`config.mk`:
```
export PLATFORM = sky130hd
export DESIGN_NAME = tourney_predictor
export DESIGN_NICKNAME = d
export VERILOG_FILES = /design/src/rtl/tourney_pkg.sv /design/src/rtl/tourney_ctrl.sv /design/src/rtl/tourney_datapath.sv /design/src/rtl/tourney_predictor.sv
export SDC_FILE = /design/constraint.sdc
export NUM_CORES = 1
export LEC_CHECK = 0
export BUFFER_PORTS_ARGS = -buffer_cell sky130_fd_sc_hd__buf_2
export CAP_MARGIN = 25
export CORE_ASPECT_RATIO = 1.1
export CORE_MARGIN = 2
export CORE_UTILIZATION = 40
export CTS_CLUSTER_SIZE = 10
export DETAILED_ROUTE_END_ITERATION = 10
export MAX_ROUTING_LAYER = met4
export PLACE_DENSITY = 0.68
export SETUP_SLACK_MARGIN = 0.15
export SKIP_CTS_REPAIR_TIMING = 1
export SLEW_MARGIN = 20
export SYNTH_ARGS = -nofsm -noshare
export SYNTH_HDL_FRONTEND = slang
export SYNTH_HIERARCHICAL = 1
export SYNTH_SLANG_ARGS = --single-unit
```
`constraint.sdc`:
```
create_clock -name clk -period 2.8 [get_ports clk]
set_input_delay 0 -clock clk [delete_from_list [all_inputs] [get_ports clk]]
set_output_delay 0 -clock clk [all_outputs]
set_load 0.03 [all_outputs]
```
`src/rtl/tourney_pkg.sv`:
```
package tourney_pkg;
  typedef logic [1:0] ctr_t;

  typedef struct packed {
    logic locInc;
    logic locDec;
    logic gloInc;
    logic gloDec;
    logic chsInc;
    logic chsDec;
    logic histShift;
  } updStrobes_t;

  function automatic ctr_t satStep(ctr_t val, logic inc, logic dec);
    ctr_t res;
    res = val;
    if (inc && val != 2'd3) res = val + 2'd1;
    else if (dec && val != 2'd0) res = val - 2'd1;
    return res;
  endfunction
endpackage

```
`src/rtl/tourney_ctrl.sv`:
```
module tourney_ctrl
  import tourney_pkg::*;
(
  input  logic        rsValid,
  input  logic        rsTaken,
  input  logic        rsLocPred,
  input  logic        rsGloPred,
  output updStrobes_t strobes
);
  logic disagree;
  logic gloWins;

  always_comb begin
    disagree = rsLocPred ^ rsGloPred;
    gloWins  = (rsGloPred == rsTaken);
    strobes = '0;
    if (rsValid) begin
      strobes.locInc    = rsTaken;
      strobes.locDec    = !rsTaken;
      strobes.gloInc    = rsTaken;
      strobes.gloDec    = !rsTaken;
      strobes.chsInc    = disagree && gloWins;
      strobes.chsDec    = disagree && !gloWins;
      strobes.histShift = 1'b1;
    end
  end
endmodule

```
`src/rtl/tourney_datapath.sv`:
```
module tourney_datapath
  import tourney_pkg::*;
#(
  parameter int PC_W   = 32,
  parameter int PC_LSB = 2,
  parameter int IDX_W  = 4,
  parameter int HIST_W = 4
) (
  input  logic              clk,
  input  logic              rstN,
  input  logic [PC_W-1:0]   lkPc,
  input  logic [PC_W-1:0]   rsPc,
  input  logic              rsTaken,
  input  updStrobes_t       strobes,
  output logic              lkTaken,
  output logic              lkUseGlobal,
  output logic              rsLocPred,
  output logic              rsGloPred,
  output logic [HIST_W-1:0] histQ
);
  localparam int LOC_N = 1 << IDX_W;
  localparam int GLO_N = 1 << HIST_W;

  ctr_t locTab [LOC_N];
  ctr_t chsTab [LOC_N];
  ctr_t gloTab [GLO_N];

  logic [IDX_W-1:0] lkIdx;
  logic [IDX_W-1:0] rsIdx;
  logic             lkLocPred;
  logic             lkGloPred;

  assign lkIdx = lkPc[PC_LSB +: IDX_W];
  assign rsIdx = rsPc[PC_LSB +: IDX_W];

  // lookup side
  always_comb begin
    lkLocPred   = locTab[lkIdx][1];
    lkGloPred   = gloTab[histQ][1];
    lkUseGlobal = chsTab[lkIdx][1];
    lkTaken     = lkUseGlobal ? lkGloPred : lkLocPred;
  end

  // resolve side reads use the pre-update history
  always_comb begin
    rsLocPred = locTab[rsIdx][1];
    rsGloPred = gloTab[histQ][1];
  end

  always_ff @(posedge clk) begin
    if (!rstN) begin
      for (int i = 0; i < LOC_N; i++) begin
        locTab[i] <= 2'd1;
        chsTab[i] <= 2'd1;
      end
      for (int j = 0; j < GLO_N; j++) gloTab[j] <= 2'd1;
      histQ <= '0;
    end else begin
      locTab[rsIdx] <= satStep(locTab[rsIdx], strobes.locInc, strobes.locDec);
      chsTab[rsIdx] <= satStep(chsTab[rsIdx], strobes.chsInc, strobes.chsDec);
      gloTab[histQ] <= satStep(gloTab[histQ], strobes.gloInc, strobes.gloDec);
      if (strobes.histShift) histQ <= {histQ[HIST_W-2:0], rsTaken};
    end
  end
endmodule

```
`src/rtl/tourney_predictor.sv`:
```
module tourney_predictor
  import tourney_pkg::*;
#(
  parameter int PC_W   = 32,
  parameter int PC_LSB = 2,
  parameter int IDX_W  = 4,
  parameter int HIST_W = 4
) (
  input  logic            clk,
  input  logic            rstN,
  input  logic [PC_W-1:0] lkPc,
  output logic            lkTaken,
  output logic            lkUseGlobal,
  input  logic            rsValid,
  input  logic [PC_W-1:0] rsPc,
  input  logic            rsTaken
);
  updStrobes_t       strobes;
  logic              rsLocPred;
  logic              rsGloPred;
  logic [HIST_W-1:0] histQ;

  tourney_ctrl u_ctrl (
    .rsValid  (rsValid),
    .rsTaken  (rsTaken),
    .rsLocPred(rsLocPred),
    .rsGloPred(rsGloPred),
    .strobes  (strobes)
  );

  tourney_datapath #(
    .PC_W  (PC_W),
    .PC_LSB(PC_LSB),
    .IDX_W (IDX_W),
    .HIST_W(HIST_W)
  ) u_dp (
    .clk        (clk),
    .rstN       (rstN),
    .lkPc       (lkPc),
    .rsPc       (rsPc),
    .rsTaken    (rsTaken),
    .strobes    (strobes),
    .lkTaken    (lkTaken),
    .lkUseGlobal(lkUseGlobal),
    .rsLocPred  (rsLocPred),
    .rsGloPred  (rsGloPred),
    .histQ      (histQ)
  );
endmodule

```
# Word level (Yosys, flattened, before mapping)
# Memory sizes are Yosys's and may differ from the RTL's. A register that Yosys moved wholly into a read port is not among the register bits.
# Index checks and enable logic that the tools add are counted.
# totals
out_inout_bits	2
memories	3
wordCells	55
regBits	4
ram_bits	96
# mem_list
memory	depth	word_bits	read_ports	rd_ports_with_merged_regs	write_ports	line	source
u_dp.chsTab	16	2	2	0	16	tourney_datapath.sv:25	ctr_t chsTab [LOC_N];
u_dp.gloTab	16	2	1	1	16	tourney_datapath.sv:26	ctr_t gloTab [GLO_N];
u_dp.locTab	16	2	2	0	16	tourney_datapath.sv:24	ctr_t locTab [LOC_N];
# op_classes
reduce_logical	16
n_addsub	6
muxes	24
n_bitwise	1
eq_ne	4
# op_table
op	n
$mux 2	12
$mux 4	5
$logic_and 1x1->1	8
$mux 7	1
$add 2x1->2 const B	3
$mux 1	6
$ne 2x2->1 const B	3
$reduce_bool 2->1	3
$reduce_or 2->1	3
$sub 2x1->2 const B	3
$logic_not 1->1	2
$eq 1x1->1	1
$xor 1x1->1	1

# Logic depth before layout (Yosys ltp)
# Gate-level depths: netlist of the first run.
# logic_depth
word_depth	9
ltp_mapped	13
ltp_nobuf	10

# Modules after synthesis
# Netlist of the first run, hierarchy kept.
# by_module_without_submodules
module	seq_area_each_um2	n_inst	area_each_um2	cells_per_inst
tourney_datapath	3042.9	1	5544.1	450
tourney_ctrl	0.0	1	67.6	11

# Worst setup path after synthesis of the first run
# No wires, ideal clock.
# synth_timing
path_type	reg-to-reg
startpoint	register (tool-made name)
endpoint	memory u_dp/gloTab[10][1] in the netlist's numbering, data pin
path_stages_with_launch	12
arrival_time_ns	2.700
slack_ns	-0.170
n_path_buf	2
period_less_slack_ns	2.970
t_required_ns	2.530
setup_time_ns	0.270
cell_sequence	dfxtp_1 -> buf_6 -> mux4_2 -> a22o_1 -> nor2_1 -> inv_1 -> ha_1 -> nand2b_1 -> mux2_2 -> a32oi_1 -> clkbuf_1 -> a21oi_1
# synth_lines
item	line
end, declared	tourney_datapath.sv:26

==> impl_metrics.tcl, run 1 <==
set metrics [dict create \
    synth_ff_type "edfxtp_1" \
    setup-tns-final_ns -1.03 \
    min_to "u_dp/gloTab[9][1]" \
    pwr-share-comb 0.184 \
    initial_core_util 0.408 \
    drc 0 \
    path_cells "mux4_2 > mux2_4 > mux2i_4 > inv_2 > nand2b_4 > o22ai_4 > nor2b_4 > nand3b_1 > o221a_4 > nor3_1" \
    slew_headroom 0.419 \
    internal_power_uw 2720 \
    max_freq_ghz 0.350 \
    max_cap_viol_count 0 \
    seq_area_frac_synth 0.542 \
    rsz0062_at_grt "yes" \
    cts-buffers-inserted 9 \
    place_congestion 0.820 \
    grt_first_pass_wirelength_mm 20.1 \
    drt_iter0_drc 238 \
    htreeDepth 3 \
    yosysWarningCount 6 \
    cp-end-kind "register" \
    synth.distinct_cells 43 \
    grt_max_degree 27 \
    root_buffer "clkbuf_16" \
    power.density_nw_per_um2 549 \
    required_ns 2.89 \
    port_buffers 13 \
    grt_pass1_vias 3790 \
    min_period_ns 2.86 \
    critPathLaunchType "register" \
    finalWorstSetupSlack_ns -0.0589 \
    drive_above_1_share 0.322 \
    seqPwrFrac 0.477 \
    synth_top_cells_by_area "edfxtp_1 51%, mux4_2 12%, nand2_1 4.3%" \
    power.switching_uw 976 \
    finalCritPeriodShare 1.02 \
    routedWlPerCell_microns 19.4 \
    syn_area_sq_um 5610 \
    p_sw_frac 0.264 \
    hold_ws_ns 0.0666 \
    synth_edf_count 96 \
    clk_latency_ns 0.36 \
    r2r_cells 10 \
    grtUsageTotal 0.187 \
    cts_tree "done" \
    antenna_found_initial 0 \
    syn_nets 535 \
    diodes 0 \
    die_w_microns 117 \
    power_uw 3700 \
    regToRegEndpoint "u_dp/chsTab[5][1]" \
    p_leak_uw 0.00210 \
    nNetsFinal 557 \
    status "complete, but fails checks" \
    ys_ff_latch 104 \
    die_area_sq_um 15000 \
    wirelength_mm 13.1 \
    hold_depth 2 \
    cts.sinks 104 \
    min_path_type "input pin to register" \
    async_reset_ff_frac 0 \
    hold_viol_final 0 \
    worst_slew_pin_slew_ns 0.863 \
    cp_max_fo 8 \
    p_clk_frac 0.339 \
    rr_startpoint "u_dp/locTab[14][1]" \
    vias 3809 \
    cts_buffer_depth 2 \
    irDropWorstVdd_uv 487 \
    antenna_left 0 \
    path_class "register to register" \
    hpwlAfterDp_mm 9.03 \
    synth_top_area_cell "edfxtp_1" \
    syn_inst 461 \
    hp-start "rstN" \
    io_pins 70 \
    drt_first_pass_iters 4 \
    dieHeight_microns 128 \
    report.final.slew_viol_count 0 \
    cts.reportedPaths.clkPinSlew_ns 0.07 \
    rows 45 \
    synth_top_area_share 0.514 \
    viasPerCell 5.64 \
    critPathArrivalTime_ns 2.95 \
    finalSetupViolCount 32 \
    synthToLayoutAreaGrowth_pct 20.1 \
    worst_path_max_delay_cell "mux4_2" \
    clock_skew_ns 0.00955 \
    avgSynthCellArea_sq_um 12.2 \
    grt.overflow.total 0 \
    core-area_sq_um 13700 \
    critPathMaxStageDelay_ns 0.50 \
    ff2ff_setup_slack_ns -0.06 \
    violations "setup timing" \
]
-- cell usage after synthesis (all sizes together), types with 2 or more instances --
cell and count:
o21ai 21, and2 2, nor2b 9, mux2i 21
nor2 27, inv 9, a22oi 2, dfxtp 8
a211o 16, nand3b 2, ha 6, or3 2
a21oi 16, o21a 3, clkbuf 26, mux2 7
a22o 2, xnor2 2, nand2 64, nand3 9
or2 5, mux4 31, nor3 25, xor2 2
buf 16, o22ai 2, nor4 8, nor3b 3
edfxtp 96, nand2b 12
-- cell type report --
| cell class | instances | area [sq um] |
|---|---|---|
| tap | 188 | 235 |
| fill | 1233 | 7000 |
| multi-input combinational | 307 | 2680 |
| clock inverter | 6 | 70.1 |
| inverter | 9 | 33.8 |
| sequential | 104 | 3040 |
| clock buffer | 9 | 225 |
| timing repair buffer | 52 | 454 |
-- power by group through the flow --
stage / Sequential (uW) / Combinational, uW / Clock, uW
global route: 1770 / 728 / 1340
CTS: 1760 / 577 / 1280
global placement: 1800 / 561 / 0
detailed placement: 1800 / 574 / 0
finish: 1760 / 682 / 1250
floorplan: 1780 / 408 / 0
-- per-stage QoR --
stage	utilization	worst slack, ns	cell area (sq um)	instances
after floorplan	-	0.0734	5750	461
after global placement	0.448	-0.0614	6150	653
after detailed placement	0.448	-0.140	6150	653
after CTS	0.469	-0.171	6440	668
after global routing	0.491	-0.157	6740	675
final	0.491	-0.0589	6740	675
-- how the worst max path moves through the flow --
| stage | end | slack [ns] | cells past startpoint | start |
|---|---|---|---|---|
| 6_report | u_dp/chsTab[5][1] | -0.06 | 10 | u_dp/locTab[14][1] |
| 3_5_place_dp | u_dp/chsTab[4][1] | -0.14 | 10 | u_dp/locTab[14][1] |
| 3_3_place_gp | u_dp/chsTab[4][1] | -0.06 | 10 | u_dp/locTab[14][1] |
| 5_1_grt | u_dp/chsTab[0][1] | -0.16 | 10 | u_dp/locTab[1][1] |
| 4_1_cts | u_dp/chsTab[1][1] | -0.17 | 10 | u_dp/locTab[14][1] |
| 2_1_floorplan | u_dp/gloTab[10][1] | 0.07 | 11 | register |
-- cells in the final DEF (no fill, tap or decap), types with 4 or more instances in the layout --
cell,instances
nor3_1,10
buf_2,13
inv_1,7
buf_12,6
mux4_2,31
a211o_1,16
nand3_1,9
o21ai_0,19
nand2_1,63
edfxtp_1,96
buf_4,27
nor4_1,4
nor3_2,15
nor2b_1,7
nand2b_1,6
mux2_2,4
a21oi_1,16
dfxtp_1,7
clkbuf_16,9
nor2_1,26
nand2b_4,5
or2_2,5
mux2i_1,19
buf_6,5
ha_1,5
-- logic make-up after synthesis --
| logic type | count (synthesis) | synth area share |
|---|---|---|
| buf+inv | 51 | 0.0410 |
| flops | 104 | 0.542 |
| compound gates | 67 | 0.0778 |
| fa+ha+maj | 6 | 0.0134 |
| mux | 59 | 0.176 |
| simple gates | 170 | 0.143 |
| xor+xnor | 4 | 0.00624 |
-- metal layers --
| layer | track usage | part of all wire | wire [microns] | vias to the layer above |
|---|---|---|---|---|
| li1 | - | - | - | 1785 |
| met1 | 0.219 | 0.40 | 5290 | 1904 |
| met2 | 0.306 | 0.54 | 7020 | 109 |
| met3 | 0.0596 | 0.048 | 628 | 11 |
| met4 | 0.0602 | 0.011 | 148 | 0 |
| met5 | - | 0 | 0 | - |
-- worst max-delay path, delay by kind of cell (launching register included) --
family / cells / cell delay (ns)
buf+inv: 1 / 0.08
mux: 3 / 0.98
flops: 1 / 0.41
compound gates: 2 / 0.50
simple gates: 4 / 0.63
-- sequential cells by signal (all words and copies together) (netlist names), named ones only --
name         cells
u_dp/chsTab     32
u_dp/locTab     32
u_dp/gloTab     32
u_dp/histQ       4
(Power assumes the default switching activity.)
==> run 2: changes to the inputs <==
--- a/config.mk
+++ b/config.mk
@@ -9,11 +9,11 @@
 export CAP_MARGIN = 25
 export CORE_ASPECT_RATIO = 1.1
 export CORE_MARGIN = 2
-export CORE_UTILIZATION = 40
+export CORE_UTILIZATION = 31
 export CTS_CLUSTER_SIZE = 10
 export DETAILED_ROUTE_END_ITERATION = 10
 export MAX_ROUTING_LAYER = met4
-export PLACE_DENSITY = 0.68
+export PLACE_DENSITY = 0.57
 export SETUP_SLACK_MARGIN = 0.15
 export SKIP_CTS_REPAIR_TIMING = 1
 export SLEW_MARGIN = 20
==> impl_metrics.tcl, run 2 (synthesis gave the netlist of run 1 again) <==
set metrics [dict create \
    grt_pass1_vias 3846 \
    critPathArrivalTime_ns 2.97 \
    hold_viol_final 0 \
    reg_top3 "u_dp/chsTab (32), u_dp/gloTab (32), u_dp/locTab (32)" \
    irDropWorstVdd_uv 248 \
    cts_buffer_depth 2 \
    max_cap_viol_count 0 \
    max_freq_ghz 0.347 \
    port_buffers 13 \
    critPathLaunchType "register" \
    cp-end-kind "register" \
    worst_path_max_delay_cell "mux4_2" \
    fillers 1700 \
    min_period_ns 2.88 \
    rsz0062_at_grt "yes" \
    grt.overflow.total 0 \
    grt_first_pass_wirelength_mm 22.1 \
    cts.sinks 104 \
    wirelength_mm 14.6 \
    initial_core_util 0.316 \
    hpwlAfterDp_mm 9.90 \
    worst_slew_pin_slew_ns 0.932 \
    core-area_sq_um 17700 \
    critPathMaxStageDelay_ns 0.50 \
    viasPerCell 5.37 \
    nNetsFinal 561 \
    p_leak_uw 0.00215 \
    drt_first_pass_iters 6 \
    setup-tns-final_ns -2.39 \
    drt_iter0_drc 380 \
    cts.reportedPaths.clkPinSlew_ns 0.07 \
    layout_commonest_cell "edfxtp_1" \
    root_buffer "clkbuf_16" \
    drive_above_1_share 0.360 \
    cts-buffers-inserted 9 \
    rows 51 \
    routedWlPerCell_microns 20.0 \
    die_w_microns 132 \
    hp-start "rsTaken" \
    antenna_found_initial 0 \
    vias 3918 \
    dieHeight_microns 145 \
    place_congestion 0.797 \
    antenna_left 0 \
    utilization 0.395 \
    finalSetupViolCount 54 \
    status "complete, but fails checks" \
    report.final.slew_viol_count 0 \
    layout_common_cells "96 x edfxtp_1, 62 x nand2_1, 32 x buf_4" \
    power.density_nw_per_um2 535 \
    slew_headroom 0.372 \
    min_path_type "input pin to register" \
    clk_latency_ns 0.35 \
    synthToLayoutAreaGrowth_pct 24.8 \
    io_pins 70 \
    finalCritPeriodShare 1.03 \
    multiInputGateArea_sq_um 2840 \
    clock_skew_ns 0.00937 \
    path_cells "buf_4 > mux4_2 > a22oi_1 > nand2_2 > inv_1 > ha_1 > nor3b_2 > buf_4 > a2111oi_4 > a32oi_4 > buf_12 > a21oi_1" \
    htreeDepth 3 \
    violations "setup timing" \
    path_class "register to register" \
    drc 0 \
    required_ns 2.89 \
    cp_max_fo 16 \
    die_area_sq_um 19200 \
    diodes 0 \
    cts_tree "done" \
    ff_latch_area_sq_um 3040 \
    crit_path_frequent_cell "buf_4" \
    grt_max_degree 34 \
    finalWorstSetupSlack_ns -0.0809 \
    grtUsageTotal 0.152 \
]
==> run 2: cell count changes in the layout (fill, tap and decap cells not counted), sizes merged <==
cell,previous run,this run
clkbuf,9,12
buf,51,55
dlygate4sd3,1,0
inv,10,9
==> run 2: critical path, delay by kind of cell, from the launching register on <==
| kind | cells | cell delay, ns |
|---|---|---|
| buffers and inverters | 4 | 0.58 |
| flip-flops | 1 | 0.36 |
| multiplexers | 1 | 0.50 |
| AND/OR/NAND/NOR | 2 | 0.33 |
| AO/OA/AOI/OAI | 4 | 0.59 |
| adder cells (fa/ha/maj) | 1 | 0.26 |
==> run 2: layout make-up <==
class                           instances  area share
Sequential cell                       104       0.435
Multi-Input combinational cell        307       0.406
Timing Repair Buffer                   56      0.0708
Tap cell                              238      0.0425
Clock buffer                           11      0.0332
Clock inverter                          5     0.00822
Inverter                                9     0.00482
==> run 2: power breakdown <==
part	leakage [uW]	switching [uW]	internal, uW
Clock	0.000133	547	693
Combinational	0.00111	432	312
Sequential	0.000899	24.4	1740
==> run 2: routing by layer <==
metal / vias to the layer above / global-route usage / wire length [microns]
met5: - / - / 0
met4: 0 / 0.0441 / 241
met3: 22 / 0.0307 / 820
met2: 148 / 0.230 / 7130
met1: 1961 / 0.208 / 6430
li1: 1787 / - / -
==> run 2: worst paths after layout <==
| kind | to | slack (ns) | depth (start not counted) |
|---|---|---|---|
| setup / recovery | u_dp/gloTab[10][1] | -0.08 | 12 |
| hold / removal | register | 0.01 | 3 |
| setup reg to reg | u_dp/gloTab[10][1] | -0.08 | 12 |
| hold reg to reg | register | 0.66 | 2 |
==> run 2: per-stage QoR <==
step                      area, sq um  cells  total power, uW  hold WS, ns  worst slack [ns]
final                            7000    730             3750       0.0112           -0.0809
after global routing             7000    730             3870       0.0141            -0.181
after CTS                        6480    720             3610      0.00830            -0.141
after detailed placement         6190    704             2380        0.377            -0.115
after global placement           6190    704             2360        0.358           -0.0308
after floorplan                  5750    461             2190        0.174            0.0734
==> run 3: changes to the inputs <==
--- a/config.mk
+++ b/config.mk
@@ -15,8 +15,6 @@
 export MAX_ROUTING_LAYER = met4
 export PLACE_DENSITY = 0.57
 export SETUP_SLACK_MARGIN = 0.15
-export SKIP_CTS_REPAIR_TIMING = 1
-export SLEW_MARGIN = 20
 export SYNTH_ARGS = -nofsm -noshare
 export SYNTH_HDL_FRONTEND = slang
 export SYNTH_HIERARCHICAL = 1
==> impl_metrics.tcl, run 3 (synthesis gave the netlist of run 1 again) <==
set metrics [dict create \
    place_congestion 0.797 \
    rsz0062_at_grt "yes" \
    ff_latch_area_sq_um 3040 \
    die_area_sq_um 19200 \
    hpwlAfterDp_mm 9.90 \
    slew_headroom 0.336 \
    io_pins 70 \
    nNetsFinal 566 \
    hold_viol_final 0 \
    min_path_type "input pin to register" \
    diodes 0 \
    cp-end-kind "register" \
    cp_max_fo 8 \
    p_leak_uw 0.00221 \
    critPathLaunchType "register" \
    hold_ws_ns 0.0157 \
    root_buffer "clkbuf_16" \
    max_cap_viol_count 0 \
    drt_iter0_drc 335 \
    violations "setup timing" \
    cts_tree "done" \
    cts_buffer_depth 2 \
    path_class "register to register" \
    p_sw_frac 0.272 \
    hold_depth 3 \
    dieHeight_microns 145 \
    utilization 0.405 \
    max_freq_ghz 0.348 \
    port_buffers 13 \
    synthToLayoutAreaGrowth_pct 27.9 \
    grtUsageTotal 0.158 \
    antenna_left 0 \
    clock_skew_ns 0.00962 \
    grt_first_pass_wirelength_mm 23.1 \
    irDropWorstVdd_uv 256 \
    worst_slew_pin_slew_ns 0.993 \
    fillers 1674 \
    initial_core_util 0.316 \
    drive_above_1_share 0.433 \
    critPathArrivalTime_ns 2.94 \
    seqPwrFrac 0.464 \
    report.final.slew_viol_count 0 \
    drt_first_pass_iters 5 \
    antenna_found_initial 0 \
    grt_max_degree 34 \
    clk_latency_ns 0.35 \
    vias 3982 \
    cts.reportedPaths.clkPinSlew_ns 0.07 \
    layout_commonest_cell "edfxtp_1" \
    routedWlPerCell_microns 20.4 \
    hold_buffers 0 \
    regToRegEndpoint "u_dp/chsTab[8][1]" \
    layout_common_cells "96 x edfxtp_1, 37 x nand2_1, 35 x buf_4" \
    grt_pass1_vias 4024 \
    power.switching_uw 1030 \
    pwr-share-comb 0.212 \
    htreeDepth 3 \
    internal_power_uw 2770 \
    finalWorstSetupSlack_ns -0.0761 \
    viasPerCell 5.42 \
    required_ns 2.86 \
    hp-start "rsTaken" \
    power.density_nw_per_um2 530 \
    cts.sinks 104 \
    finalCritPeriodShare 1.03 \
    multiInputGateArea_sq_um 2970 \
    rr_startpoint "u_dp/locTab[14][1]" \
    min_period_ns 2.88 \
    p_clk_frac 0.324 \
    grt.overflow.total 0 \
    rows 51 \
    die_w_microns 132 \
    ff2ff_setup_slack_ns -0.08 \
    status "complete, but fails checks" \
    finalSetupViolCount 57 \
    drc 0 \
    core-area_sq_um 17700 \
    cts-buffers-inserted 9 \
    reg_top3 "u_dp/chsTab (32), u_dp/gloTab (32), u_dp/locTab (32)" \
    r2r_cells 10 \
    wirelength_mm 15.0 \
]
-- run 3: changes by cell type in the layout (fill, tap and decap cells not counted), sizes merged --
cell | before | now
buf | 55 | 59
clkbuf | 12 | 13
-- run 3: worst max-delay path, stage by stage, from the launching register on --
cell and delay [ns]:
edfxtp_1 0.41, mux4_2 0.51, mux2_4 0.30, mux2i_4 0.16
inv_2 0.08, nand2b_4 0.17, o22ai_4 0.16, nor2b_4 0.18
nand3b_1 0.22, o221a_4 0.36, nor3_2 0.06
-- run 3: cell type report --
class | instances | share of cell area
Clock inverter | 5 | 0.00802
Inverter | 9 | 0.00471
Multi-Input combinational cell | 307 | 0.413
Clock buffer | 11 | 0.0324
Sequential cell | 104 | 0.424
Timing Repair Buffer | 61 | 0.0760
Tap cell | 238 | 0.0415
-- run 3: repair_timing --
action | 4_1_cts | 5_1_grt
endpoints found under the setup margin | 88 | 96
buffers inserted | 5 | 7
pin swaps | 8 | 13
resized for setup | 45 | 70
cloned | 1 | 2
-- run 3: metal layers --
metal	vias to the layer above	global-route usage	part of all wire
met5	-	-	0
met2	129	0.246	0.50
met1	2035	0.211	0.44
li1	1806	-	-
met3	12	0.0332	0.051
met4	0	0.0441	0.011
-- run 3: through the flow --
step	TNS (ns)	cell area (sq um)	std cells	setup slack, ns	total power [uW]
after floorplan	0	5750	461	0.0734	2190
after global placement	-0.807	6190	704	-0.0308	2360
after detailed placement	-3.52	6190	704	-0.115	2380
after CTS	-1.48	6730	726	-0.0634	3690
after global routing	-8.02	7180	735	-0.147	3930
final	-2.35	7180	735	-0.0761	3810
-- run 3: worst max path at each step --
stage | from | slack, ns | cells past startpoint | to
2_1_floorplan | register | 0.07 | 11 | u_dp/gloTab[10][1]
3_3_place_gp | register | -0.03 | 12 | u_dp/gloTab[15][1]
3_5_place_dp | register | -0.11 | 12 | u_dp/gloTab[9][1]
4_1_cts | register | -0.06 | 12 | u_dp/gloTab[10][1]
5_1_grt | register | -0.15 | 12 | u_dp/gloTab[7][1]
6_report | u_dp/locTab[14][1] | -0.08 | 10 | u_dp/chsTab[8][1]
-- run 3: power groups by stage --
stage / Clock, uW / Sequential [uW] / Combinational [uW]
final: 1230 / 1770 / 806
after global routing: 1310 / 1770 / 852
after CTS: 1260 / 1760 / 670
after detailed placement: 0 / 1800 / 580
after global placement: 0 / 1800 / 570
after floorplan: 0 / 1780 / 408
